**src/rtl/tone_pkg.sv**
```systemverilog
package tone_pkg;

   typedef enum logic [2:0] {
      WAVE_SINE   = 3'd0,
      WAVE_TRI    = 3'd1,
      WAVE_SQUARE = 3'd2,
      WAVE_SAW    = 3'd3,
      WAVE_NOISE  = 3'd4
   } wave_e;

   localparam int REG_WAVE  = 0;
   localparam int REG_STEP  = 1;
   localparam int REG_GAIN  = 2;
   localparam int REG_LEN   = 3;
   localparam int REG_START = 4;

endpackage

```
**src/rtl/tone_phase.sv**
```systemverilog
module tone_phase #(
   parameter int PHASE_W = 16,
   parameter int IDX_W   = 8
) (
   input  logic               clk,
   input  logic               rst_n,
   input  logic               clear,
   input  logic               advance,
   input  logic [PHASE_W-1:0] step,
   output logic [IDX_W-1:0]   idx
);

   if (IDX_W > PHASE_W) begin : g_chk_width
      $error("tone_phase: index wider than accumulator");
   end

   logic [PHASE_W-1:0] acc_q;

   always_ff @(posedge clk or negedge rst_n) begin
      if (!rst_n) begin
         acc_q <= '0;
      end else if (clear) begin
         acc_q <= '0;
      end else if (advance) begin
         acc_q <= acc_q + step;
      end
   end

   assign idx = acc_q[PHASE_W-1 -: IDX_W];

endmodule

```
**src/rtl/tone_wave.sv**
```systemverilog
module tone_wave
   import tone_pkg::*;
#(
   parameter int          IDX_W    = 8,
   parameter int          SAMPLE_W = 8,
   parameter int          LFSR_W   = 16,
   parameter logic [15:0] SEED     = 16'hACE1
) (
   input  logic                clk,
   input  logic                rst_n,
   input  logic [2:0]          sel,
   input  logic [IDX_W-1:0]    idx,
   input  logic                reseed,
   input  logic                noise_adv,
   output logic [SAMPLE_W-1:0] level
);

   localparam int TBL_DEPTH = 1 << IDX_W;
   localparam int MID_I     = 1 << (SAMPLE_W - 1);
   localparam logic [SAMPLE_W-1:0] MID = SAMPLE_W'(MID_I);
   localparam logic [LFSR_W-1:0]   SEED_W = LFSR_W'(SEED);

   if (IDX_W != SAMPLE_W) begin : g_chk_idx
      $error("tone_wave: index and sample widths must match");
   end
   if (LFSR_W != 8 && LFSR_W != 16) begin : g_chk_lfsr
      $error("tone_wave: noise register must be 8 or 16 bits");
   end
   if (LFSR_W < SAMPLE_W) begin : g_chk_noise
      $error("tone_wave: noise register narrower than sample");
   end
   if (SEED_W == '0) begin : g_chk_seed
      $error("tone_wave: noise seed must be nonzero");
   end

   // Parabolic half-wave approximation of a sine, evaluated per entry.
   function automatic logic [SAMPLE_W-1:0] sine_at(input int i);
      int half;
      int quarter;
      int h;
      int off;
      half    = TBL_DEPTH / 2;
      quarter = half / 2;
      h       = i % half;
      off     = (h * (half - 1 - h) * (MID_I - 1)) / (quarter * quarter);
      if (i < half) return SAMPLE_W'(MID_I + off);
      else          return SAMPLE_W'(MID_I - off);
   endfunction

   logic [SAMPLE_W-1:0] sine_rom [TBL_DEPTH];

   for (genvar g = 0; g < TBL_DEPTH; g++) begin : g_rom
      assign sine_rom[g] = sine_at(g);
   end

   // Noise source
   logic [LFSR_W-1:0] lfsr_q;
   logic              fb;

   if (LFSR_W == 16) begin : g_fb16
      assign fb = lfsr_q[15] ^ lfsr_q[14] ^ lfsr_q[12] ^ lfsr_q[3];
   end else begin : g_fb8
      assign fb = lfsr_q[7] ^ lfsr_q[5] ^ lfsr_q[4] ^ lfsr_q[3];
   end

   always_ff @(posedge clk or negedge rst_n) begin
      if (!rst_n) begin
         lfsr_q <= SEED_W;
      end else if (reseed) begin
         lfsr_q <= SEED_W;
      end else if (noise_adv) begin
         lfsr_q <= {lfsr_q[LFSR_W-2:0], fb};
      end
   end

   // Waveform shapes
   logic [SAMPLE_W-1:0] tri_lvl;
   logic [SAMPLE_W-1:0] sq_lvl;
   wave_e               sel_e;

   assign tri_lvl = idx[IDX_W-1] ? {~idx[IDX_W-2:0], 1'b0} : {idx[IDX_W-2:0], 1'b0};
   assign sq_lvl  = idx[IDX_W-1] ? '0 : '1;
   assign sel_e   = wave_e'(sel);

   always_comb begin
      case (sel_e)
         WAVE_SINE:   level = sine_rom[idx];
         WAVE_TRI:    level = tri_lvl;
         WAVE_SQUARE: level = sq_lvl;
         WAVE_SAW:    level = idx;
         WAVE_NOISE:  level = lfsr_q[SAMPLE_W-1:0];
         default:     level = MID;
      endcase
   end

   // a maximal-length register must never reach the all-zero lock-up state
   a_r9_noise_alive: assert property (@(posedge clk) disable iff (!rst_n)
      lfsr_q != '0);

endmodule

```
**src/rtl/tone_scale.sv**
```systemverilog
module tone_scale #(
   parameter int SAMPLE_W = 8,
   parameter int AMP_W    = 8,
   parameter bit CENTERED = 1'b1
) (
   input  logic [SAMPLE_W-1:0] level,
   input  logic [AMP_W-1:0]    gain,
   input  logic                active,
   output logic [SAMPLE_W-1:0] duty
);

   localparam logic [SAMPLE_W-1:0] MID = SAMPLE_W'(1 << (SAMPLE_W - 1));

   if (AMP_W < 1 || SAMPLE_W < 2) begin : g_chk_width
      $error("tone_scale: widths too small");
   end

   logic [SAMPLE_W-1:0] scaled;

   if (CENTERED) begin : g_centered
      localparam int PW = SAMPLE_W + AMP_W + 2;
      logic signed [SAMPLE_W:0] centred;
      logic signed [AMP_W:0]    g_s;
      logic signed [PW-1:0]     prod;
      logic [SAMPLE_W-1:0]      offs;
      assign centred = $signed({1'b0, level}) - $signed({1'b0, MID});
      assign g_s     = $signed({1'b0, gain});
      assign prod    = PW'(centred) * PW'(g_s);
      assign offs    = SAMPLE_W'(prod >>> AMP_W);
      assign scaled  = MID + offs;
   end else begin : g_plain
      logic [SAMPLE_W+AMP_W-1:0] prod;
      assign prod   = level * gain;
      assign scaled = SAMPLE_W'(prod >> AMP_W);
   end

   assign duty = active ? scaled : MID;

endmodule

```
**src/rtl/tone_pwm.sv**
```systemverilog
module tone_pwm #(
   parameter int WIDTH = 8
) (
   input  logic             clk,
   input  logic             rst_n,
   input  logic [WIDTH-1:0] duty_in,
   output logic             wrap,
   output logic [WIDTH-1:0] duty,
   output logic             pwm_out
);

   localparam logic [WIDTH-1:0] MID = WIDTH'(1 << (WIDTH - 1));

   logic [WIDTH-1:0] cnt_q;
   logic [WIDTH-1:0] duty_q;

   assign wrap = &cnt_q;

   always_ff @(posedge clk or negedge rst_n) begin
      if (!rst_n) begin
         cnt_q  <= '0;
         duty_q <= MID;
      end else begin
         cnt_q <= cnt_q + 1'b1;
         if (wrap) begin
            duty_q <= duty_in;
         end
      end
   end

   assign pwm_out = cnt_q < duty_q;
   assign duty    = duty_q;

endmodule

```
**src/rtl/tone_voice.sv**
```systemverilog
module tone_voice
   import tone_pkg::*;
#(
   parameter int          ADDR_W   = 3,
   parameter int          DATA_W   = 16,
   parameter int          PHASE_W  = 16,
   parameter int          SAMPLE_W = 8,
   parameter int          AMP_W    = 8,
   parameter int          DUR_W    = 16,
   parameter int          LFSR_W   = 16,
   parameter logic [15:0] SEED     = 16'hACE1,
   parameter bit          CENTERED = 1'b1
) (
   input  logic              clk,
   input  logic              rst_n,
   input  logic              wr_en,
   input  logic [ADDR_W-1:0] wr_addr,
   input  logic [DATA_W-1:0] wr_data,
   output logic              pwm_out,
   output logic              busy
);

   localparam int IDX_W = SAMPLE_W;
   localparam logic [SAMPLE_W-1:0] MID = SAMPLE_W'(1 << (SAMPLE_W - 1));

   if (DATA_W < PHASE_W || DATA_W < DUR_W || DATA_W < AMP_W) begin : g_chk_data
      $error("tone_voice: write data narrower than a register");
   end
   if ((1 << ADDR_W) <= REG_START) begin : g_chk_addr
      $error("tone_voice: address too narrow for register map");
   end

   // Settings
   logic [2:0]          wave_q;
   logic [PHASE_W-1:0]  step_q;
   logic [AMP_W-1:0]    gain_q;
   logic [DUR_W-1:0]    len_q;
   logic                start_wr;
   logic                start_go;

   assign start_wr = wr_en && (wr_addr == ADDR_W'(REG_START));
   assign start_go = start_wr && (len_q != '0);

   always_ff @(posedge clk or negedge rst_n) begin
      if (!rst_n) begin
         wave_q <= '0;
         step_q <= '0;
         gain_q <= '0;
         len_q  <= '0;
      end else if (wr_en) begin
         if (wr_addr == ADDR_W'(REG_WAVE)) wave_q <= wr_data[2:0];
         if (wr_addr == ADDR_W'(REG_STEP)) step_q <= wr_data[PHASE_W-1:0];
         if (wr_addr == ADDR_W'(REG_GAIN)) gain_q <= wr_data[AMP_W-1:0];
         if (wr_addr == ADDR_W'(REG_LEN))  len_q  <= wr_data[DUR_W-1:0];
      end
   end

   // Note timer
   logic             busy_q;
   logic [DUR_W-1:0] left_q;
   logic             tick;
   logic             sample_adv;

   assign sample_adv = tick && busy_q;

   always_ff @(posedge clk or negedge rst_n) begin
      if (!rst_n) begin
         busy_q <= 1'b0;
         left_q <= '0;
      end else if (start_go) begin
         busy_q <= 1'b1;
         left_q <= len_q;
      end else if (sample_adv) begin
         left_q <= left_q - 1'b1;
         if (left_q == DUR_W'(1)) begin
            busy_q <= 1'b0;
         end
      end
   end

   // Datapath
   logic [IDX_W-1:0]    phase_idx;
   logic [SAMPLE_W-1:0] wave_lvl;
   logic [SAMPLE_W-1:0] duty_next;
   logic [SAMPLE_W-1:0] pwm_duty;

   tone_phase #(
      .PHASE_W (PHASE_W),
      .IDX_W   (IDX_W)
   ) u_phase (
      .clk     (clk),
      .rst_n   (rst_n),
      .clear   (start_go),
      .advance (sample_adv),
      .step    (step_q),
      .idx     (phase_idx)
   );

   tone_wave #(
      .IDX_W    (IDX_W),
      .SAMPLE_W (SAMPLE_W),
      .LFSR_W   (LFSR_W),
      .SEED     (SEED)
   ) u_wave (
      .clk       (clk),
      .rst_n     (rst_n),
      .sel       (wave_q),
      .idx       (phase_idx),
      .reseed    (start_go),
      .noise_adv (sample_adv),
      .level     (wave_lvl)
   );

   tone_scale #(
      .SAMPLE_W (SAMPLE_W),
      .AMP_W    (AMP_W),
      .CENTERED (CENTERED)
   ) u_scale (
      .level  (wave_lvl),
      .gain   (gain_q),
      .active (busy_q),
      .duty   (duty_next)
   );

   tone_pwm #(
      .WIDTH (SAMPLE_W)
   ) u_pwm (
      .clk     (clk),
      .rst_n   (rst_n),
      .duty_in (duty_next),
      .wrap    (tick),
      .duty    (pwm_duty),
      .pwm_out (pwm_out)
   );

   assign busy = busy_q;

   // a playing note always has samples left
   a_r3_busy_has_samples: assert property (@(posedge clk) disable iff (!rst_n)
      busy_q |-> (left_q != '0));

   // the note can only end on a period boundary
   a_r3_end_on_boundary: assert property (@(posedge clk) disable iff (!rst_n)
      $fell(busy_q) |-> $past(tick));

   // an idle boundary always loads the midpoint duty
   a_r1_idle_midpoint: assert property (@(posedge clk) disable iff (!rst_n)
      (tick && !busy_q) |=> (pwm_duty == MID));

   // an accepted start restarts the waveform at index 0
   a_r4_phase_restart: assert property (@(posedge clk) disable iff (!rst_n)
      start_go |=> (phase_idx == '0));

   // start with zero length leaves the voice idle
   a_r11_zero_len_idle: assert property (@(posedge clk) disable iff (!rst_n)
      (start_wr && (len_q == '0) && !busy_q) |=> !busy_q);

endmodule

```
**config.mk**
```make
export PLATFORM = sky130hd
export DESIGN_NAME = tone_voice
export DESIGN_NICKNAME = d
export VERILOG_FILES = /design/src/rtl/tone_pkg.sv /design/src/rtl/tone_phase.sv /design/src/rtl/tone_wave.sv /design/src/rtl/tone_scale.sv /design/src/rtl/tone_pwm.sv /design/src/rtl/tone_voice.sv
export SDC_FILE = /design/constraint.sdc
export NUM_CORES = 1
export LEC_CHECK = 0
export BUFFER_PORTS_ARGS = -buffer_cell sky130_fd_sc_hd__buf_2
export CORE_MARGIN = 1.5
export CORE_UTILIZATION = 50
export DETAILED_ROUTE_END_ITERATION = 7
export PLACE_DENSITY = 0.74
export SYNTH_ARGS = -nofsm -noshare
export SYNTH_HDL_FRONTEND = slang
export SYNTH_SLANG_ARGS = --single-unit
```
**constraint.sdc**
```tcl
create_clock -name clk -period 7.36 [get_ports clk]
set_input_delay 0.736 -clock clk [delete_from_list [all_inputs] [get_ports clk]]
set_output_delay 0.736 -clock clk [all_outputs]
set_load 0.05 [all_outputs]
```
; ---- Word-level counts from Yosys, hierarchy flattened
; Memory sizes are Yosys's and may differ from the RTL's.
; Cells that the tools add are included.
[classes]
addsub = 5
mul = 1
order_cmp = 2
eq_ne = 9
mux = 15
n_bitwise = 5
n_reduce_logical = 14
[op_table]
columns = cell, count
row1 = two-way mux 16 bit, 6
row2 = two-way mux 8 bit, 5
row3 = case mux 8 bit (5 select lines), 1
row4 = adder 16 bit, 1
row5 = equality test 16 x 1 -> 1 bit (second input constant), 1
row6 = multiplier 9 x 9 -> 16 bit, 1
row7 = nonzero test 16 bit, 1
row8 = subtractor 16 x 1 -> 16 bit (second input constant), 1
row9 = equality test 3 x 2 -> 1 bit (second input constant), 4
row10 = AND reduction 2 bit, 5
row11 = greater-or-equal comparator 9 bit (second input constant), 1
row12 = NOT 8 -> 9 bit, 1
row13 = subtractor 8 x 8 -> 9 bit (second input constant), 1
row14 = adder 8 x 1 -> 8 bit (second input constant), 1
row15 = adder 8 bit (first input constant), 1
row16 = less-than comparator 8 bit, 1
row17 = AND reduction 8 bit, 1
row18 = NOT 7 bit, 1
row19 = equality test 3 x 1 -> 1 bit (second input constant), 2
row20 = equality test 3 bit (second input constant), 2
row21 = logical NOT 3 bit, 2
row22 = nonzero test 2 bit, 2
row23 = logical AND 1 bit, 3
row24 = two-way mux 1 bit, 3
row25 = XOR 1 bit, 3
[word_totals]
ff_bits = 108
romBits = 2048
inputBits = 22
out_inout_bits = 2
elab_cells = 62
memories = 1
[memory_table]
columns = name, depth, width, read_ports, rd_ports_with_merged_regs, wr, line
row1 = (name not given), 256, 8, 1, 0, 0, tone_wave.sv:87  ; WAVE_SINE: level = sine_rom[idx];

; ---- Longest topological paths before layout
[logic_depth]
word_depth = 9
mapped_depth = 29
depth_no_buf = 28

; ---- By module
; Synthesis repeated with hierarchy kept, for this count alone.
[unflattened]
cells_unflattened = 1173
hier_area_um2 = 10680.2
[modules_own_cells]
columns = module, n_inst, cells_per_inst, area_each_um2, seq_area_each_um2
row1 = tone_wave, 1, 459, 3243.1, 410.4
row2 = tone_voice, 1, 198, 2667.6, 1501.4
row3 = tone_scale, 1, 287, 2512.4, 0.0
row4 = tone_phase, 1, 161, 1407.6, 400.4
row5 = tone_pwm, 1, 68, 849.6, 401.6

; ---- Least setup slack after synthesis
; OpenSTA, ideal clock, no wires.
[synth_timing]
path_kind = register to register
startpoint = reg u_phase.acc_q[9]
endpoint = reg u_pwm.duty_q[7] (netlist: u_pwm.duty[7])
setup_ns = 0.081
t_arrival_ns = 6.398
required_ns = 7.279
path_slack_ns = 0.881
stages_incl_launch_ff = 30
n_path_buf = 2
synth_period_minus_slack_ns = 6.479
path_cell_list = dfrtp_1 buf_2 inv_1 ha_1 clkbuf_1 nor2b_1 a211oi_1 a21oi_1 nand2_1 a21oi_1 a311oi_1 a21oi_1 o21ai_0 o211ai_1 and2_1 fa_1 inv_1 fa_1 inv_1 fa_1 inv_1 fa_1 inv_1 ha_1 or3_1 a311o_2 nand3_2 nand3_1 o31a_1 o221a_1
[synth_between]
elab_chain_len = 9
word_cells_on_any_way = 11
classes_between = 2 x add/sub / 1 x mul / 5 x mux / 2 x bitwise / 1 x memory
[synth_lines]
columns = item, line
row1 = start: declaration, tone_phase.sv:17  ; logic [PHASE_W-1:0] acc_q;
row2 = start signal: assignment, tone_phase.sv:25  ; acc_q <= acc_q + step;
row3 = NOT 8 -> 9 bit (implied by the code), tone_wave.sv:87
row4 = memory (256 x 8 bit), n/a
row5 = two-way mux 8 bit (implied by the code) (2 in a row), tone_wave.sv:87
row6 = case mux 8 bit (5 select lines) (*), tone_wave.sv:86  ; case (sel_e)
row7 = subtractor 8 x 8 -> 9 bit (*), tone_scale.sv:26  ; assign centred = $signed({1'b0, level}) - $signed({1'b0, MID});
row8 = multiplier 9 x 9 -> 16 bit (*), tone_scale.sv:28  ; assign prod = PW'(centred) * PW'(g_s);
row9 = adder 8 bit (*), tone_scale.sv:30  ; assign scaled = MID + offs;
row10 = two-way mux 8 bit (*), tone_scale.sv:37  ; assign duty = active ? scaled : MID;
row11 = end signal: assignment, tone_pwm.sv:26  ; duty_q <= duty_in;
row12 = end: declaration, tone_pwm.sv:15  ; logic [WIDTH-1:0] duty_q;
; Mark *: on every way between the ends. The rest lies on a longest branch, timed or not. The select of a mux whose other input is x is not followed.
; A chain may end at the register's enable or synchronous reset.

; ---- Final worst setup path
[layout_timing]
startpoint = reg u_phase.acc_q[10]
endpoint = reg u_pwm.duty_q[4] (netlist: u_pwm.duty[4])
; Same word-level chain as after synthesis.

==> impl_results.md <==
* IO Port Bufs at 23
* Outcome: completed
* Bufs and invs on worst path at 4
* Max Freq at 0.145 GHz
* Worst path most repeated cell: fa_1
* DR iter-0 viols at 814
* Die X at 143 um
* Die Y at 143 um
* DRT Pass-1 Iters at 5
* Max rail drop VDD at 0.283 mV
* Distinct cells, synth at 83
* Power Total at 0.00381 W
* Worst setup SP type: register
* Vias per inst at roughly 6
* Ys flop type: dfrtp_1
* Cell leakage power at about 4.5 nW
* Critical Path Max Stage Delay at 0.55 ns
* Gr busiest metal: met2
* DIE AREA at roughly 20000 sq um
* Post-Syn Area at between 9000 and 10000 sq um
* Worst-Skew Late Latency at between 0.3 and 0.4 ns
* Hold Path Class: input port to async pin
* Total of max-cap violations at 0
* Row count at 50
* Post-Syn Nets at 1264
* Final setup viols at 0
* Fin. Hold Viols at 0
* GPL Wtd Cong at around 0.97
* Sequential area share after synthesis at 27.7%
* Max Slew Vio Count at 0
* Clock root buffer: clkbuf_16
* Area growth syn-to-layout at 6.88%
* First-pass GRT wire length at 40800 um
* Num CTS Buffers at 9
* GR Util met2 at 41.7%
* Final routed DRC violation total at 0
* Synth warn at 0
* Top-area cell type share of the netlist area at 25.3%
* CTS sink count at 108
* Largest net degree at the start of global routing at 77
* Global-route met3 utilization at between 2 and 2.5%
* Max clock buf depth at 2
* CP endpoint kind: register
* DP Wirelength at 17800 um
* Hold-fix buffers, CTS at 0
* TNS Setup at 0 ns
* Critical Path RT at between 7 and 8 ns
* Final ANT Viol Nets at 0
* Initial Util at 51.6%
* Critical path peak fanout at 17
* Arrival @ worst endpoint at between 7 and 8 ns
* I/O Pins at 24
* Final Cycle Share at 93.7%
* Final Net Count at between 1000 and 1500
* Cell family with most CP delay: adder cells
* Fillers at 1686
* Critical path type: register to register
* Cell accounting for the most synthesized area: dfrtp_1
* EDFF count, synth at 0
* Grt total ovfl at 0
* CTS tree: built
* RSZ-0062 raised after global routing: no
* Layout cell share with drive strength beyond 1 at 12.2%
* Vias in the first global route at 8135
* Slew Limit Headroom at 29.3%
* Worst-path clk slew at 0.07 ns
* FFs w/ async S/R, synth at 100%
* Measured slew at the worst slew-check pin at roughly 1.1 ns
* Synthesized instance count at 1125
* Initial antenna violation count at 0
* Ant. Diodes at 0
* WL/cell at 17.9 um
* Largest cells by area after synthesis: dfrtp_1, fa_1, ha_1
* Slowest CP cell: fa_1
* Vias at 8281
* Avg Inst Size Synth at 8.70 sq um
* Pwr Density at approximately 360 nW/um^2
* Setup Skew at 0.00607 ns
* Synthesis-stage register bit count at around 110
* Met1 Track Usage GR at 33.8%
* H-tree levels at 3
* Overall routing resource usage at about a quarter
* Final wirelength at 24700 um
* Tmin final at 6.90 ns
* Core area at about 19000 sq um
metal layers:
metal	up-vias	share of wire, %
met4	0	3.1
met3	61	5.6
li1	3913	-
met2	319	47
met5	-	0
met1	3988	44
cell usage after synthesis, drive strengths merged, types with 3 or more instances:
master / count
o311ai: 5
o211ai: 18
o32ai: 4
dfstp: 9
o21bai: 6
inv: 92
a22oi: 3
and3: 10
nand2: 153
xor2: 15
mux2i: 3
nor2b: 20
or2: 4
o21ai: 61
a21o: 6
or3: 3
a21oi: 81
o22ai: 11
buf: 34
mux2: 42
nand4: 9
dfrtp: 99
xnor2: 29
fa: 52
a311oi: 7
o31ai: 6
a31oi: 18
ha: 65
nor3: 22
o31a: 3
nand3: 34
nor2: 58
a2111oi: 3
nor4: 7
a211oi: 11
a221oi: 6
nand2b: 24
and2: 26
clkbuf: 30
per-stage QoR:
stage	setup WS (ns)	cell area, sq um	util (%)	hold slack [ns]	cells
floorplan	0.881	9780	-	0.426	1125
CTS	0.370	10400	55.0	0.374	1381
detailed placement	0.395	10100	53.4	0.451	1365
global placement	0.581	10100	53.4	0.451	1365
global route	0.106	10500	55.2	0.390	1383
finish	0.462	10500	55.2	0.359	1383
where the power goes:
| group | switching (W) | internal (W) |
|---|---|---|
| logic | 0.00145 | 0.00106 |
| registers | 0.000110 | 0.000678 |
| clock network | 0.000214 | 0.000301 |
layout make-up:
cell class,instances,area [sq um],share of cell area [%]
inverters,93,349,3.34
multi-input cells,860,6430,61.5
well taps,260,325,3.11
repair buffers,46,315,3.02
clock inverters,5,82.6,0.790
clock buffers,11,233,2.23
flip-flops and latches,108,2720,26.0
cell families (layout without fill, tap and decap cells):
family	Yosys count	count (layout)	share of synthesized area [%]
simple gates	379	379	18.4
compound gates	273	273	18.8
buf+inv	157	155	6.60
fa+ha+maj	117	117	19.0
flops	108	108	27.7
mux	47	47	5.60
xor+xnor	44	44	3.94
state kept, by name, indices dropped and copies added, names as in the netlist:
name,cells
busy,1
left_q,16
wave_q,3
u_pwm.cnt_q,8
step_q,16
u_pwm.duty,8
len_q,16
u_phase.acc_q,16
gain_q,8
u_wave.lfsr_q,16
worst paths after layout:
kind,slack (ns),to,startpoint,depth (start not counted)
max,0.46,u_pwm.duty[4],u_phase.acc_q[10],25
min,0.36,u_pwm.cnt_q[2],rst_n,1
max reg2reg,0.46,u_pwm.duty[4],u_phase.acc_q[10],25
min reg2reg,0.46,u_pwm.cnt_q[0],u_pwm.cnt_q[0],1
max in group asynchronous,5.70,u_phase.acc_q[8],rst_n,2
min in group clk,0.46,u_pwm.cnt_q[0],u_pwm.cnt_q[0],1
layout by cell type (no fill, tap or decap), drive strengths merged, types with 4 or more instances in the layout:
master	count
dfstp	9
nand2b	24
and3	10
o31ai	6
nor3	22
nor2b	20
a221oi	6
o32ai	4
nand4	9
xnor2	29
mux2	42
o211ai	18
a21o	6
nand2	153
nor2	58
dfrtp	99
nor4	7
nand3	34
buf	46
a31oi	18
a211oi	11
o21ai	61
or2	4
o21bai	6
o22ai	11
a21oi	81
fa	52
a311oi	7
and2	26
ha	65
xor2	15
o311ai	5
clkbuf	11
inv	94
timing repair:
action                     in CTS  in global routing
setup buffers                   0                  2
setup endpoints to repair       0                  4
gates resized for setup         0                  2
No activity file was read; power rests on OpenSTA's default activity.
